`config.mk`:
```
export PLATFORM = sky130hd
export DESIGN_NAME = mrcmd_ctrl
export DESIGN_NICKNAME = d
export VERILOG_FILES = /design/src/rtl/mrcmd_pkg.sv /design/src/rtl/mrcmd_decode.sv /design/src/rtl/mrcmd_regs.sv /design/src/rtl/mrcmd_mpr_track.sv /design/src/rtl/mrcmd_issue.sv /design/src/rtl/mrcmd_ctrl.sv
export SDC_FILE = /design/constraint.sdc
export NUM_CORES = 1
export LEC_CHECK = 0
export ABC_CLOCK_PERIOD_IN_PS = 4400
export CORE_ASPECT_RATIO = 0.8
export CORE_MARGIN = 1.5
export CORE_UTILIZATION = 30
export CTS_CLUSTER_DIAMETER = 30
export DETAILED_ROUTE_END_ITERATION = 6
export DONT_BUFFER_PORTS = 1
export PLACE_DENSITY = 0.44
export REMOVE_ABC_BUFFERS = 1
export SLEW_MARGIN = 20
export SYNTH_ARGS = -nofsm -noshare
export SYNTH_HDL_FRONTEND = slang
export SYNTH_SLANG_ARGS = --single-unit
```
`constraint.sdc`:
```
create_clock -name clk -period 4.4 [get_ports clk]
set_clock_uncertainty 0.05 [all_clocks]
set_input_delay 0.66 -clock clk [delete_from_list [all_inputs] [get_ports clk]]
set_output_delay 0.66 -clock clk [all_outputs]
set_load 0.03 [all_outputs]
```
`src/rtl/mrcmd_pkg.sv`:
```
package mrcmd_pkg;
  localparam int CTRL_W     = 32;
  localparam int F_TYPE     = 0;
  localparam int F_MPR      = 1;
  localparam int F_RANK     = 4;
  localparam int F_ADDR     = 12;
  localparam int ADDR_W     = 4;
  localparam int F_TRIG     = 31;
  localparam int MPR_LOCS   = 4;
  localparam int MPR_BYTE_W = 8;
  localparam logic [ADDR_W-1:0] MR_MPR_CFG = 4'd3;
  localparam int MPR_MODE_BIT = 2;

  typedef enum logic [1:0] {
    CMD_MRS    = 2'd0,
    CMD_MPR_WR = 2'd1,
    CMD_MPR_RD = 2'd2
  } cmd_kind_e;

  typedef enum logic [1:0] {
    ST_IDLE  = 2'd0,
    ST_ISSUE = 2'd1,
    ST_DONE  = 2'd2
  } issue_st_e;
endpackage

```
`src/rtl/mrcmd_decode.sv`:
```
module mrcmd_decode
  import mrcmd_pkg::*;
#(
  parameter int DATA_W = 18,
  parameter int RANK_W = 1,
  localparam int NRANK = 1 << RANK_W
) (
  input  logic [CTRL_W-1:0] ctrl_word,
  input  logic [DATA_W-1:0] data_word,
  input  logic [NRANK-1:0]  mpr_mode,
  output logic              legal,
  output cmd_kind_e         kind,
  output logic [RANK_W-1:0] rank,
  output logic [ADDR_W-1:0] addr,
  output logic [DATA_W-1:0] payload
);
  logic is_read, is_mpr;

  always_comb begin
    is_read = ctrl_word[F_TYPE];
    is_mpr  = ctrl_word[F_MPR];
    rank    = ctrl_word[F_RANK +: RANK_W];
    addr    = ctrl_word[F_ADDR +: ADDR_W];
    payload = '0;
    kind    = CMD_MRS;
    legal   = 1'b0;
    if (!is_mpr) begin
      kind    = CMD_MRS;
      payload = data_word;
      legal   = !is_read;
    end else begin
      legal = mpr_mode[rank] && (int'(addr) < MPR_LOCS);
      if (is_read) begin
        kind = CMD_MPR_RD;
      end else begin
        kind = CMD_MPR_WR;
        payload[MPR_BYTE_W-1:0] = data_word[MPR_BYTE_W-1:0];
      end
    end
  end
endmodule

```
`src/rtl/mrcmd_regs.sv`:
```
module mrcmd_regs
  import mrcmd_pkg::*;
#(
  parameter int DATA_W = 18
) (
  input  logic              clk,
  input  logic              rst_n,
  input  logic              host_we,
  input  logic              host_sel,
  input  logic [CTRL_W-1:0] host_wdata,
  input  logic              busy,
  input  logic              legal,
  input  logic              handshake,
  output logic              accept,
  output logic [CTRL_W-1:0] ctrl_q,
  output logic [DATA_W-1:0] data_q,
  output logic              err_busy,
  output logic              err_req
);
  logic trig_try, ctrl_wr_ok, data_wr_ok;

  assign trig_try   = host_we && host_sel && host_wdata[F_TRIG];
  assign ctrl_wr_ok = host_we && host_sel && !busy;
  assign data_wr_ok = host_we && !host_sel && !busy;
  assign accept     = trig_try && !busy && legal;

  always_ff @(posedge clk or negedge rst_n) begin
    if (!rst_n) begin
      ctrl_q   <= '0;
      data_q   <= '0;
      err_busy <= 1'b0;
      err_req  <= 1'b0;
    end else begin
      if (ctrl_wr_ok) begin
        ctrl_q <= {accept, host_wdata[CTRL_W-2:0]};
      end else if (handshake) begin
        ctrl_q[F_TRIG] <= 1'b0;
      end
      if (data_wr_ok) data_q <= host_wdata[DATA_W-1:0];
      if (trig_try && busy) err_busy <= 1'b1;
      if (trig_try && !busy && !legal) err_req <= 1'b1;
    end
  end
endmodule

```
`src/rtl/mrcmd_mpr_track.sv`:
```
module mrcmd_mpr_track
  import mrcmd_pkg::*;
#(
  parameter int DATA_W = 18,
  parameter int RANK_W = 1,
  localparam int NRANK = 1 << RANK_W
) (
  input  logic              clk,
  input  logic              rst_n,
  input  logic              handshake,
  input  cmd_kind_e         kind,
  input  logic [RANK_W-1:0] rank,
  input  logic [ADDR_W-1:0] addr,
  input  logic [DATA_W-1:0] payload,
  output logic [NRANK-1:0]  mpr_mode
);
  logic cfg_hit;
  assign cfg_hit = handshake && (kind == CMD_MRS) && (addr == MR_MPR_CFG);

  for (genvar g = 0; g < NRANK; g++) begin : g_rank
    always_ff @(posedge clk or negedge rst_n) begin
      if (!rst_n) mpr_mode[g] <= 1'b0;
      else if (cfg_hit && (int'(rank) == g)) mpr_mode[g] <= payload[MPR_MODE_BIT];
    end
  end
endmodule

```
`src/rtl/mrcmd_issue.sv`:
```
module mrcmd_issue
  import mrcmd_pkg::*;
#(
  parameter int DATA_W = 18,
  parameter int RANK_W = 1
) (
  input  logic              clk,
  input  logic              rst_n,
  input  logic              accept,
  input  cmd_kind_e         in_kind,
  input  logic [RANK_W-1:0] in_rank,
  input  logic [ADDR_W-1:0] in_addr,
  input  logic [DATA_W-1:0] in_payload,
  input  logic              cmd_ready,
  output logic              cmd_valid,
  output logic              busy,
  output logic              handshake,
  output cmd_kind_e         kind_q,
  output logic [RANK_W-1:0] rank_q,
  output logic [ADDR_W-1:0] addr_q,
  output logic [DATA_W-1:0] payload_q
);
  issue_st_e st;

  assign cmd_valid = (st == ST_ISSUE);
  assign busy      = (st != ST_IDLE);
  assign handshake = cmd_valid && cmd_ready;

  always_ff @(posedge clk or negedge rst_n) begin
    if (!rst_n) begin
      st        <= ST_IDLE;
      kind_q    <= CMD_MRS;
      rank_q    <= '0;
      addr_q    <= '0;
      payload_q <= '0;
    end else begin
      unique case (st)
        ST_IDLE: if (accept) begin
          st        <= ST_ISSUE;
          kind_q    <= in_kind;
          rank_q    <= in_rank;
          addr_q    <= in_addr;
          payload_q <= in_payload;
        end
        ST_ISSUE: if (cmd_ready) st <= ST_DONE;
        ST_DONE:  st <= ST_IDLE;
        default:  st <= ST_IDLE;
      endcase
    end
  end
endmodule

```
`src/rtl/mrcmd_ctrl.sv`:
```
module mrcmd_ctrl
  import mrcmd_pkg::*;
#(
  parameter int DATA_W = 18,
  parameter int RANK_W = 1,
  localparam int NRANK = 1 << RANK_W
) (
  input  logic              clk,
  input  logic              rst_n,
  input  logic              host_we,
  input  logic              host_sel,
  input  logic [31:0]       host_wdata,
  output logic [31:0]       ctrl_rdata,
  output logic              busy,
  output logic              err_busy,
  output logic              err_req,
  output logic              cmd_valid,
  input  logic              cmd_ready,
  output logic [1:0]        cmd_kind,
  output logic [RANK_W-1:0] cmd_rank,
  output logic [ADDR_W-1:0] cmd_addr,
  output logic [DATA_W-1:0] cmd_data
);
  logic [DATA_W-1:0] data_q;
  logic [NRANK-1:0]  mpr_mode;
  logic              legal, accept, handshake;
  cmd_kind_e         dec_kind, kind_q;
  logic [RANK_W-1:0] dec_rank;
  logic [ADDR_W-1:0] dec_addr;
  logic [DATA_W-1:0] dec_payload;

  mrcmd_decode #(.DATA_W(DATA_W), .RANK_W(RANK_W)) u_decode (
    .ctrl_word(host_wdata), .data_word(data_q), .mpr_mode(mpr_mode),
    .legal(legal), .kind(dec_kind), .rank(dec_rank), .addr(dec_addr),
    .payload(dec_payload)
  );

  mrcmd_regs #(.DATA_W(DATA_W)) u_regs (
    .clk(clk), .rst_n(rst_n), .host_we(host_we), .host_sel(host_sel),
    .host_wdata(host_wdata), .busy(busy), .legal(legal),
    .handshake(handshake), .accept(accept), .ctrl_q(ctrl_rdata),
    .data_q(data_q), .err_busy(err_busy), .err_req(err_req)
  );

  mrcmd_issue #(.DATA_W(DATA_W), .RANK_W(RANK_W)) u_issue (
    .clk(clk), .rst_n(rst_n), .accept(accept), .in_kind(dec_kind),
    .in_rank(dec_rank), .in_addr(dec_addr), .in_payload(dec_payload),
    .cmd_ready(cmd_ready), .cmd_valid(cmd_valid), .busy(busy),
    .handshake(handshake), .kind_q(kind_q), .rank_q(cmd_rank),
    .addr_q(cmd_addr), .payload_q(cmd_data)
  );

  mrcmd_mpr_track #(.DATA_W(DATA_W), .RANK_W(RANK_W)) u_track (
    .clk(clk), .rst_n(rst_n), .handshake(handshake), .kind(kind_q),
    .rank(cmd_rank), .addr(cmd_addr), .payload(cmd_data),
    .mpr_mode(mpr_mode)
  );

  assign cmd_kind = kind_q;
endmodule

```
==> summary.md <==
| Metric | Value |
|---|---|
| Status | `finished, final reports clean` |
| Worst-Margin Slew | `0.7958 ns` |
| Final Cycle Share | `42.93%` |
| Kind of start point of the critical path | `register` |
| IO Port Bufs | `0` |
| Clk slew on worst S/H paths | `0.06 ns` |
| Placeable Area | `between 0.01 and 0.015 mm2` |
| Clock tree sinks | `81` |
| Count of antenna-violating nets left after detailed routing | `0` |
| Total Die Area | `around 0.011 mm2` |
| Hold Crit Class | `input port to asynchronous set/reset pin` |
| Initial antenna violation count | `0` |
| Fill cell count | `981` |
| Worst path max stage delay | `0.50 ns` |
| Worst Setup Slack, final | `roughly 2.5 ns` |
| Leading area contributor after synthesis | `dfrtp_1` |
| Leakage | `1.547 nW` |
| Initial DRC count | `62` |
| Setup CP Type | `register to register` |
| Share of cells above drive strength 1 | `39.71%` |
| Worst endpoint data arrival time | `2.06 ns` |
| Synth Warn # | `0` |
| H-tree depth | `3` |
| Unrepaired setup endpoints after global routing | `no` |
| Mean Syn Cell Area | `16.30 um2` |
| GRT Total Usage | `12.43%` |
| DIE WIDTH | `118.1 um` |
| VDD IR max | `approximately 0.21 mV` |
| Synth top area cells | `dfrtp_1 (64%), mux2_2 (20%), a22o_1 (5.0%)` |
| Crit end category | `register` |
| Vias in the first global route | `1840` |
| Final setup vio count | `0` |
| Multi-input logic area | `0.001050 mm2` |
| N_diodes | `0` |
| # resized after CTS | `0` |
| Initial Util | `30.92%` |
| Max-slew violation count | `0` |
| Area Overhead vs Synth | `12.87%` |
| Netlist Area Pre-Place | `0.003179 mm2` |
| CTS max path bufs | `2` |
| Yosys top cell area share | `a little under two thirds` |
| TritonCTS clock tree | `built` |
| Number of vias in the routed layout | `1672` |
| First-pass GRT wire length | `10350 um` |
| Slowest-stage cell, CP | `dfrtp_1` |
| Worst hold slack | `between 0.15 and 0.2 ns` |
| CTS root buf | `clkbuf_16` |
| Setup Fix Bufs, Post-CTS | `0` |
| Final hold violations | `0` |
| Relative slew slack | `a little under half` |
| Die height | `95.08 um` |
| Final Critical Period | `1.889 ns` |
| IO Pins | `98` |
| Sequential-to-total area share from yosys stat | `63.75%` |
| Drt wl/cell | `18.90 um` |
| Post-DP HPWL | `4165 um` |
| Critical path data required time | `4.57 ns` |
| Count leader, synth | `dfrtp_1` |
| Asr flop ratio synth | `100.0%` |
| Sum of negative setup slack | `0 ns` |
| Largest net degree at the start of global routing | `around 80` |
| DR vias/cell | `4.860` |
| Fmax | `around 530 MHz` |
| CP Max Fanout | `3` |
| Synth top cells by count | `dfrtp_1 (81), mux2_2 (56), a22o_1 (18)` |
| Row count | `33` |
| Residual DRC | `0` |
| Yosys cell types | `31` |
| Synth Flop Type | `dfrtp_1` |
| Seq cells post-synth | `about 80` |
| Max-cap violations | `0` |
| Placement Setup Slack | `2.332 ns` |
| Power per Cell Area | `596.5 mW/mm2` |
| Worst path cell trace | `nand4bb_1 > nor3_1 > nor3b_1 > mux2_2` |
| 1st-pass router iterations | `4` |
| CTS Hold Bufs | `1` |
| Post-synth EDFFs | `0` |
| Post-Route WL | `6500 um` |
| Total CTS buffers | `9` |
| Cells after synthesis | `195` |
| Grt total ovfl | `0` |
| # nets final | `236` |
| Final GP Congestion | `0.6976` |
| Register area | `between 0.002 and 0.0025 mm2` |
| Clock Latency Late Sink | `0.33 ns` |
[placed cells by master (no fill, tap or decap), drive strengths merged]
| master | synthesis | layout |
|---|---|---|
| o21bai | 1 | 1 |
| a41o | 1 | 1 |
| bufinv | 0 | 1 |
| a211oi | 1 | 1 |
| a31o | 1 | 1 |
| clkbuf | 1 | 13 |
| nor2 | 5 | 5 |
| and2b | 1 | 1 |
| clkinv | 0 | 2 |
| nand2 | 3 | 3 |
| nor3b | 1 | 1 |
| a22o | 18 | 18 |
| nor3 | 2 | 2 |
| nand2b | 1 | 1 |
| o21ba | 1 | 1 |
| dfrtp | 81 | 81 |
| o22a | 1 | 1 |
| and3 | 1 | 1 |
| nand4 | 2 | 2 |
| nand3 | 1 | 1 |
| nand4bb | 1 | 1 |
| buf | 8 | 2 |
| mux2 | 58 | 58 |
| inv | 3 | 3 |
| o21ai | 2 | 2 |
[state kept, by name, indices dropped and copies added (netlist names)]
signal / cells
u_issue.addr_q: 4
u_regs.err_req: 1
u_regs.ctrl_q: 32
u_issue.rank_q: 1
u_issue.payload_q: 18
u_issue.st: 2
u_regs.data_q: 18
u_issue.kind_q: 2
u_track.mpr_mode: 2
u_regs.err_busy: 1
[final cells by class]
| class | instances | share of cell area (%) |
|---|---|---|
| Timing Repair Buffer | 2 | 0.9763 |
| Clock buffer | 13 | 6.974 |
| Tap cell | 140 | 4.881 |
| Sequential cell | 81 | 56.49 |
| Inverter | 3 | 0.3138 |
| Clock inverter | 3 | 1.116 |
| Multi-Input combinational cell | 102 | 29.25 |
[worst paths after layout]
kind / start / end / slack (ns) / cells past startpoint
max in group asynchronous: rst_n / u_regs.ctrl_q[1] / 3.79 / 1
worst min register to register: u_regs.data_q[11] / u_issue.payload_q[11] / 0.44 / 1
worst max register to register: u_issue.addr_q[2] / u_track.mpr_mode[0] / 2.51 / 4
worst min-delay path: rst_n / u_issue.addr_q[2] / 0.17 / 1
min in group clk: cmd_ready / u_issue.st[0] / 0.38 / 1
worst max-delay path: u_issue.addr_q[2] / u_track.mpr_mode[0] / 2.51 / 4
[cell families after synthesis]
group	after synthesis	synth area share (%)
DFF	81	63.75
muxes	58	20.66
AOI/OAI and AO/OA	26	7.596
and+or+nand+nor	18	4.762
buffers and inverters	12	3.227
[worst max-delay path, delay by kind of cell (launching register included)]
| family | cells | cell delay, ns |
|---|---|---|
| multiplexers | 1 | 0.35 |
| flip-flops | 1 | 0.50 |
| AND/OR/NAND/NOR | 3 | 0.87 |
[power breakdown]
| part | switching (mW) | leakage (nW) | internal, mW |
|---|---|---|---|
| clock | 0.281 | 0.144 | 0.454 |
| sequential | 0.333 | 0.985 | 0.884 |
| combinational | 0.0703 | 0.418 | 0.119 |
[per-stage QoR]
stage / power, mW / std cells / cell area [um2] / util (%)
6_report: 2.140 / 344 / 3588 / 34.90
5_1_grt: 2.248 / 344 / 3588 / 34.90
4_1_cts: 2.176 / 344 / 3588 / 34.90
3_5_place_dp: 1.409 / 327 / 3271 / 31.81
3_3_place_gp: 1.399 / 327 / 3271 / 31.81
2_1_floorplan: 1.347 / 186 / 3088 / -
[metal layers]
metal	up-vias	part of all wire (%)	track usage, %	wire length (um)
li1	717	-	-	-
met1	877	42	14.95	2749
met2	72	47	18.85	3034
met3	6	9.8	6.459	639
met4	0	1.2	5.183	76
met5	-	0	0	0
Note: power is estimated with default switching activity, not from simulation.
